`src/rtl/pwm_bank_pkg.sv`:
```
package pwm_bank_pkg;

   typedef enum logic {
      MODE_SIGN_MAG  = 1'b0,
      MODE_ANTIPHASE = 1'b1
   } drive_mode_e;

   // control word bit positions (decoded by each channel)
   localparam int CTL_EN_BIT   = 0;
   localparam int CTL_MODE_BIT = 1;
   localparam int CTL_DIR_BIT  = 2;
   localparam int CTL_W        = 3;

   typedef struct packed {
      logic pwm;
      logic dir;
      logic pos;
      logic neg;
   } bridge_drive_t;

   function automatic bridge_drive_t form_drive(input logic enabled,
                                                input logic on,
                                                input drive_mode_e mode,
                                                input logic dir);
      bridge_drive_t d;
      d = '0;
      if (enabled) begin
         d.pwm = on;
         if (mode == MODE_ANTIPHASE) begin
            d.pos = on;
            d.neg = ~on;
            d.dir = 1'b0;
         end else begin
            d.dir = dir;
            d.pos = on & ~dir;
            d.neg = on & dir;
         end
      end
      return d;
   endfunction

endpackage

```
`src/rtl/pwm_tick_gen.sv`:
```
module pwm_tick_gen #(
   parameter int PRE_W = 16
) (
   input  logic             clk,
   input  logic             rst_n,
   input  logic [PRE_W-1:0] prescale,
   output logic             tick
);
   logic [PRE_W-1:0] div_q;

   assign tick = (div_q >= prescale);

   always_ff @(posedge clk) begin
      if (!rst_n) div_q <= '0;
      else if (tick) div_q <= '0;
      else div_q <= div_q + PRE_W'(1);
   end

   // divider never runs past the programmed limit by more than a write
   a_r2_div_resets: assert property (@(posedge clk) disable iff (!rst_n)
      tick |=> (div_q == '0));
endmodule

```
`src/rtl/pwm_period_ctr.sv`:
```
module pwm_period_ctr #(
   parameter int CNT_W = 8
) (
   input  logic             clk,
   input  logic             rst_n,
   input  logic             tick,
   output logic [CNT_W-1:0] count,
   output logic             wrap
);
   localparam logic [CNT_W-1:0] CNT_TOP = {CNT_W{1'b1}};

   assign wrap = tick && (count == CNT_TOP);

   always_ff @(posedge clk) begin
      if (!rst_n) count <= '0;
      else if (tick) count <= count + CNT_W'(1);
   end

   a_r2_step_on_tick: assert property (@(posedge clk) disable iff (!rst_n)
      tick |=> (count == $past(count) + CNT_W'(1)));
   a_r2_hold_no_tick: assert property (@(posedge clk) disable iff (!rst_n)
      !tick |=> $stable(count));
endmodule

```
`src/rtl/pwm_channel.sv`:
```
module pwm_channel
   import pwm_bank_pkg::*;
#(
   parameter int DUTY_W  = 8,
   parameter bit OUT_REG = 1'b0
) (
   input  logic              clk,
   input  logic              rst_n,
   input  logic              duty_we,
   input  logic [DUTY_W-1:0] duty_wd,
   input  logic              ctl_we,
   input  logic [CTL_W-1:0]  ctl_wd,
   input  logic [DUTY_W-1:0] count,
   input  logic              wrap,
   output logic              pwm_o,
   output logic              dir_o,
   output logic              pos_o,
   output logic              neg_o
);
   logic [DUTY_W-1:0] shd_duty, act_duty;
   drive_mode_e       shd_mode, act_mode;
   logic              shd_dir, act_dir;
   logic              en_q;
   logic              on_c;
   bridge_drive_t     drv_c;

   // shadow copy: updated by writes
   always_ff @(posedge clk) begin
      if (!rst_n) begin
         shd_duty <= '0;
         shd_mode <= MODE_SIGN_MAG;
         shd_dir  <= 1'b0;
         en_q     <= 1'b0;
      end else begin
         if (duty_we) shd_duty <= duty_wd;
         if (ctl_we) begin
            en_q     <= ctl_wd[CTL_EN_BIT];
            shd_mode <= drive_mode_e'(ctl_wd[CTL_MODE_BIT]);
            shd_dir  <= ctl_wd[CTL_DIR_BIT];
         end
      end
   end

   // active copy: loaded only at the period wrap
   always_ff @(posedge clk) begin
      if (!rst_n) begin
         act_duty <= '0;
         act_mode <= MODE_SIGN_MAG;
         act_dir  <= 1'b0;
      end else if (wrap) begin
         act_duty <= shd_duty;
         act_mode <= shd_mode;
         act_dir  <= shd_dir;
      end
   end

   assign on_c  = (count < act_duty);
   assign drv_c = form_drive(en_q, on_c, act_mode, act_dir);

   generate
      if (OUT_REG) begin : g_reg_out
         always_ff @(posedge clk) begin
            if (!rst_n) begin
               pwm_o <= 1'b0; dir_o <= 1'b0; pos_o <= 1'b0; neg_o <= 1'b0;
            end else begin
               pwm_o <= drv_c.pwm; dir_o <= drv_c.dir;
               pos_o <= drv_c.pos; neg_o <= drv_c.neg;
            end
         end
      end else begin : g_comb_out
         assign pwm_o = drv_c.pwm;
         assign dir_o = drv_c.dir;
         assign pos_o = drv_c.pos;
         assign neg_o = drv_c.neg;
      end
   endgenerate

   a_r5_duty_held: assert property (@(posedge clk) disable iff (!rst_n)
      !$past(wrap) |-> $stable(act_duty));
   a_r3_zero_duty_off: assert property (@(posedge clk) disable iff (!rst_n)
      (act_duty == '0) |-> !drv_c.pwm);
   a_r6_disabled_quiet: assert property (@(posedge clk) disable iff (!rst_n)
      !en_q |-> (drv_c == '0));
   a_r8_complement: assert property (@(posedge clk) disable iff (!rst_n)
      (en_q && act_mode == MODE_ANTIPHASE) |-> (drv_c.pos ^ drv_c.neg));
   a_r7_legs_exclusive: assert property (@(posedge clk) disable iff (!rst_n)
      (act_mode == MODE_SIGN_MAG) |-> !(drv_c.pos && drv_c.neg));
endmodule

```
`src/rtl/pwm_bridge_bank.sv`:
```
module pwm_bridge_bank
   import pwm_bank_pkg::*;
#(
   parameter int NUM_CH  = 8,
   parameter int DUTY_W  = 8,
   parameter int PRE_W   = 16,
   parameter bit OUT_REG = 1'b0,
   localparam int DATA_W = PRE_W,
   localparam int ADDR_W = $clog2(2*NUM_CH + 1)
) (
   input  logic              clk,
   input  logic              rst_n,
   input  logic              wr_en,
   input  logic [ADDR_W-1:0] wr_addr,
   input  logic [DATA_W-1:0] wr_data,
   output logic [NUM_CH-1:0] pwm_out,
   output logic [NUM_CH-1:0] dir_out,
   output logic [NUM_CH-1:0] hb_pos,
   output logic [NUM_CH-1:0] hb_neg
);
   generate
      if (NUM_CH < 1) begin : g_bad_ch
         $error("NUM_CH must be at least 1");
      end
      if (DUTY_W < 2) begin : g_bad_duty
         $error("DUTY_W must be at least 2");
      end
      if (DATA_W < DUTY_W || DATA_W < CTL_W) begin : g_bad_data
         $error("PRE_W too narrow for duty or control writes");
      end
   endgenerate

   logic [PRE_W-1:0]  prescale_q;
   logic              tick;
   logic [DUTY_W-1:0] count;
   logic              wrap;

   always_ff @(posedge clk) begin
      if (!rst_n) prescale_q <= '0;
      else if (wr_en && wr_addr == '0) prescale_q <= wr_data;
   end

   pwm_tick_gen #(.PRE_W(PRE_W)) u_tick (
      .clk(clk), .rst_n(rst_n), .prescale(prescale_q), .tick(tick)
   );

   pwm_period_ctr #(.CNT_W(DUTY_W)) u_ctr (
      .clk(clk), .rst_n(rst_n), .tick(tick), .count(count), .wrap(wrap)
   );

   for (genvar c = 0; c < NUM_CH; c++) begin : g_ch
      localparam logic [ADDR_W-1:0] DUTY_ADDR = ADDR_W'(1 + 2*c);
      localparam logic [ADDR_W-1:0] CTL_ADDR  = ADDR_W'(2 + 2*c);
      logic duty_we, ctl_we;
      assign duty_we = wr_en && (wr_addr == DUTY_ADDR);
      assign ctl_we  = wr_en && (wr_addr == CTL_ADDR);

      pwm_channel #(.DUTY_W(DUTY_W), .OUT_REG(OUT_REG)) u_ch (
         .clk(clk), .rst_n(rst_n),
         .duty_we(duty_we), .duty_wd(wr_data[DUTY_W-1:0]),
         .ctl_we(ctl_we), .ctl_wd(wr_data[CTL_W-1:0]),
         .count(count), .wrap(wrap),
         .pwm_o(pwm_out[c]), .dir_o(dir_out[c]),
         .pos_o(hb_pos[c]), .neg_o(hb_neg[c])
      );
   end

   a_r1_idle_after_reset: assert property (@(posedge clk)
      $rose(rst_n) |-> (pwm_out == '0 && hb_pos == '0 && hb_neg == '0 && dir_out == '0));
   a_r2_prescale_write: assert property (@(posedge clk) disable iff (!rst_n)
      (wr_en && wr_addr == '0) |=> (prescale_q == $past(wr_data)));
endmodule

```
`config.mk`:
```
export PLATFORM = sky130hd
export DESIGN_NAME = pwm_bridge_bank
export DESIGN_NICKNAME = d
export VERILOG_FILES = /design/src/rtl/pwm_bank_pkg.sv /design/src/rtl/pwm_tick_gen.sv /design/src/rtl/pwm_period_ctr.sv /design/src/rtl/pwm_channel.sv /design/src/rtl/pwm_bridge_bank.sv
export SDC_FILE = /design/constraint.sdc
export NUM_CORES = 1
export LEC_CHECK = 0
export BUFFER_PORTS_ARGS = -buffer_cell sky130_fd_sc_hd__buf_2
export CAP_MARGIN = 20
export CORE_ASPECT_RATIO = 1.4
export CORE_UTILIZATION = 65
export CTS_CLUSTER_DIAMETER = 60
export DETAILED_ROUTE_END_ITERATION = 10
export MAX_ROUTING_LAYER = met4
export PLACE_DENSITY_LB_ADDON = 0.15
export SLEW_MARGIN = 5
export SYNTH_ARGS = -nofsm -noshare
export SYNTH_HDL_FRONTEND = slang
export SYNTH_SLANG_ARGS = --single-unit
```
`constraint.sdc`:
```
create_clock -name clk -period 4.8 [get_ports clk]
set_clock_uncertainty 0.05 [all_clocks]
set_input_delay 0.96 -clock clk [delete_from_list [all_inputs] [get_ports clk]]
set_output_delay 0.96 -clock clk [all_outputs]
set_load 0.02 [all_outputs]
```
==> results.md <==
- IO Count: 56
- Die Height: 150 um
- Total gr overflow: 0
- GP Congestion: 0.825
- Clock-pin transition on the worst setup and hold timing paths: 0.07 ns
- Final setup viols: 0
- Synth Instances: 1,222
- Gr busiest metal: met2
- Worst Path Arrival: 2.76 ns
- Ys async rst share: 0%
- TritonCTS buffer count: 21
- Mapped Area: 10,200 um^2
- Synth cell types: 45
- First-pass GRT wire length: 37.1 mm
- Avg Inst Size Synth: 8.34 um^2
- Root buf cell: clkbuf_16
- Die area: 16,200 um^2
- Hold Path Depth: 2
- Nets: 1,311
- Synthesis Warnings: 0
- Overall Global Routing Usage: 30.2%
- # Post-CTS Setup Buffers: 0
- Kind of start point of the critical path: register
- Share of layout cells above drive strength 1: 14.0%
- Status: complete, no violations
- RSZ-0062 raised after global routing: no
- CP max FO: 12
- Port bufs: 55
- CP Class: register to output port
- WP data required: 3.79 ns
- Core footprint: 15,200 um^2
- DP HPWL: 14.6 mm
- Worst slew pin tran: 1.10 ns
- Initial DRT Pass Iterations: 4
- Vias in the first global route: 7,632
- Hold Buf Count CTS: 0
- Hold Fails Final Rpt: 0
- Gates resized, CTS repair: 0
- VDD IR max: 0.472 mV
- CTS max path bufs: 3
- # diodes: 0
- DR vias: 7,976
- Yosys top cell area share: 40.9%
- Initial Util: 67.1%
- H-tree Lvls: 1
- Drt total wl: 22.9 mm
- Top cells by area, synth: dfxtp_1 (41%), ha_1 (9.1%), nand2_1 (8.6%)
- TNS Setup: 0 ns
- Mean routed wirelength per cell: 16.1 um
- Grt met1 use: 35.3%
- Leak: 4.13 nW
- Power density cells: 340 nW/um^2
- Met2 Track Usage GR: 52.3%
- Largest net degree at the start of global routing: 107
- Final Slew Violations: 0
- CP endpoint kind: output port
- Clk_lat worst skew: 0.51 ns
- Post-route setup slack: 1.03 ns
- Initial DRC count: 469
- Post-synth top area cell: dfxtp_1
- Worst reg-to-reg path cell count: 9
- Ys flop type: dfxtp_1
- Slew headroom: 26.6%
- Initial antenna violation count: 0
- TritonCTS clock tree: built
- Die Width: 108 um
- Global routing usage on met3: 3.42%
- EDFF count, synth: 0
- DRC: 0
- Min-delay worst type: register to register
- Syn_nets: 1,320
- Synth Register Bits: 208
- Period utilisation layout: 78.5%
- Sequential area share after synthesis: 40.9%
- CTS sink cnt: 208
- Maximum operating frequency: 265 MHz
- Antenna Nets Post-Route: 0
- Max cap viols: 0
- Rows: 53
- Synthesis-to-finish area growth: 7.91%
- Pre-CTS setup slack: 1.60 ns
- Post-DR vias/cell: 5.62
- Final period demand of the worst path: 3.77 ns
synth_stat cells, types with 2 or more instances:
cell type,instances
a211o_1,2
a211oi_1,6
a21o_1,24
a21oi_1,127
a21oi_2,30
a31o_2,2
and2_1,14
and3_1,3
and4_1,2
buf_2,8
buf_4,33
buf_6,8
clkbuf_1,48
dfxtp_1,208
ha_1,74
inv_1,77
mux2i_1,58
nand2_1,233
nand2_2,30
nand2b_1,14
nand3_1,48
nand4_1,15
nor2_1,83
nor2b_1,24
nor3b_1,2
o2111a_1,2
o2111ai_1,2
o21ai_0,7
o2bb2ai_1,2
o31a_1,6
or3_1,3
xnor2_1,7
xor2_1,8
logic make-up after synthesis:
kind of cell	Yosys count	synth area share, %
compound gates	216	13.7
flops	208	40.9
xor+xnor	15	1.29
buf+inv	175	8.35
fa+ha+maj	74	9.09
simple gates	476	21.1
mux	58	5.70
power by group:
| part | total [W] | leakage (nW) | switching, W | internal (W) |
|---|---|---|---|---|
| logic | 0.000226 | 2.09 | 0.000138 | 0.0000883 |
| clock network | 0.00175 | 0.366 | 0.000694 | 0.00106 |
| registers | 0.00176 | 1.68 | 0.0000255 | 0.00174 |
| total | 0.00374 | 4.13 | 0.000857 | 0.00288 |
final cells by class:
| class | count | area, um^2 |
|---|---|---|
| inverters | 78 | 298 |
| fillers | 1204 | 4190 |
| clock inverters | 13 | 178 |
| multi-input cells | 839 | 5180 |
| flip-flops and latches | 208 | 4160 |
| well taps | 192 | 240 |
| clock buffers | 25 | 561 |
| repair buffers | 65 | 375 |
registers in the layout (all words and copies together) (netlist names):
register            flops
g_ch.u_ch.act_dir       8
g_ch.u_ch.act_duty     64
g_ch.u_ch.act_mode      8
g_ch.u_ch.en_q          8
g_ch.u_ch.shd_dir       8
g_ch.u_ch.shd_duty     64
g_ch.u_ch.shd_mode      8
prescale_q             16
u_ctr.count             8
u_tick.div_q           16
final timing paths:
path | startpoint | endpoint | slack (ns)
min reg2reg | g_ch[5].u_ch.shd_duty[6] | g_ch[5].u_ch.act_duty[6] | 0.39
min | g_ch[5].u_ch.shd_duty[6] | g_ch[5].u_ch.act_duty[6] | 0.39
max reg2reg | prescale_q[11] | g_ch[5].u_ch.act_duty[5] | 1.76
max | u_ctr.count[5] | hb_pos[7] | 1.03
metal layers:
layer,vias to the layer above,part of all wire (%)
li1,3995,-
met5,-,0
met1,3733,41
met3,51,5.5
met4,0,3.6
met2,197,49
per-stage QoR:
stage / util [%] / hold slack (ns) / instances / cell area [um^2] / total power, W
final: 72.4 / 0.393 / 1420 / 11000 / 0.00374
after global routing: 72.4 / 0.415 / 1420 / 11000 / 0.00386
after CTS: 72.4 / 0.388 / 1420 / 11000 / 0.00376
after detailed placement: 67.6 / 0.391 / 1382 / 10300 / 0.00202
after global placement: 67.6 / 0.388 / 1382 / 10300 / 0.00202
after floorplan: - / 0.377 / 1222 / 10200 / 0.00195
layout by cell type, fill, tap and decap left out, types with 24 or more instances in the layout:
cell     count
nand2_1    233
dfxtp_1    208
a21oi_1    127
nor2_1      83
inv_1       77
ha_1        74
mux2i_1     58
buf_2       55
nand3_1     48
nand2_2     30
a21oi_2     30
nor2b_1     24
a21o_1      24
worst max-delay path: stages (launching register included):
cell and delay (ns):
dfxtp_1 0.67, ha_1 0.35, a21o_1 0.16, a21o_1 0.16, a21oi_1 0.14, o31a_1 0.27
and2_1 0.20, nor2b_1 0.14, buf_2 0.17
(Power assumes the default switching activity.)
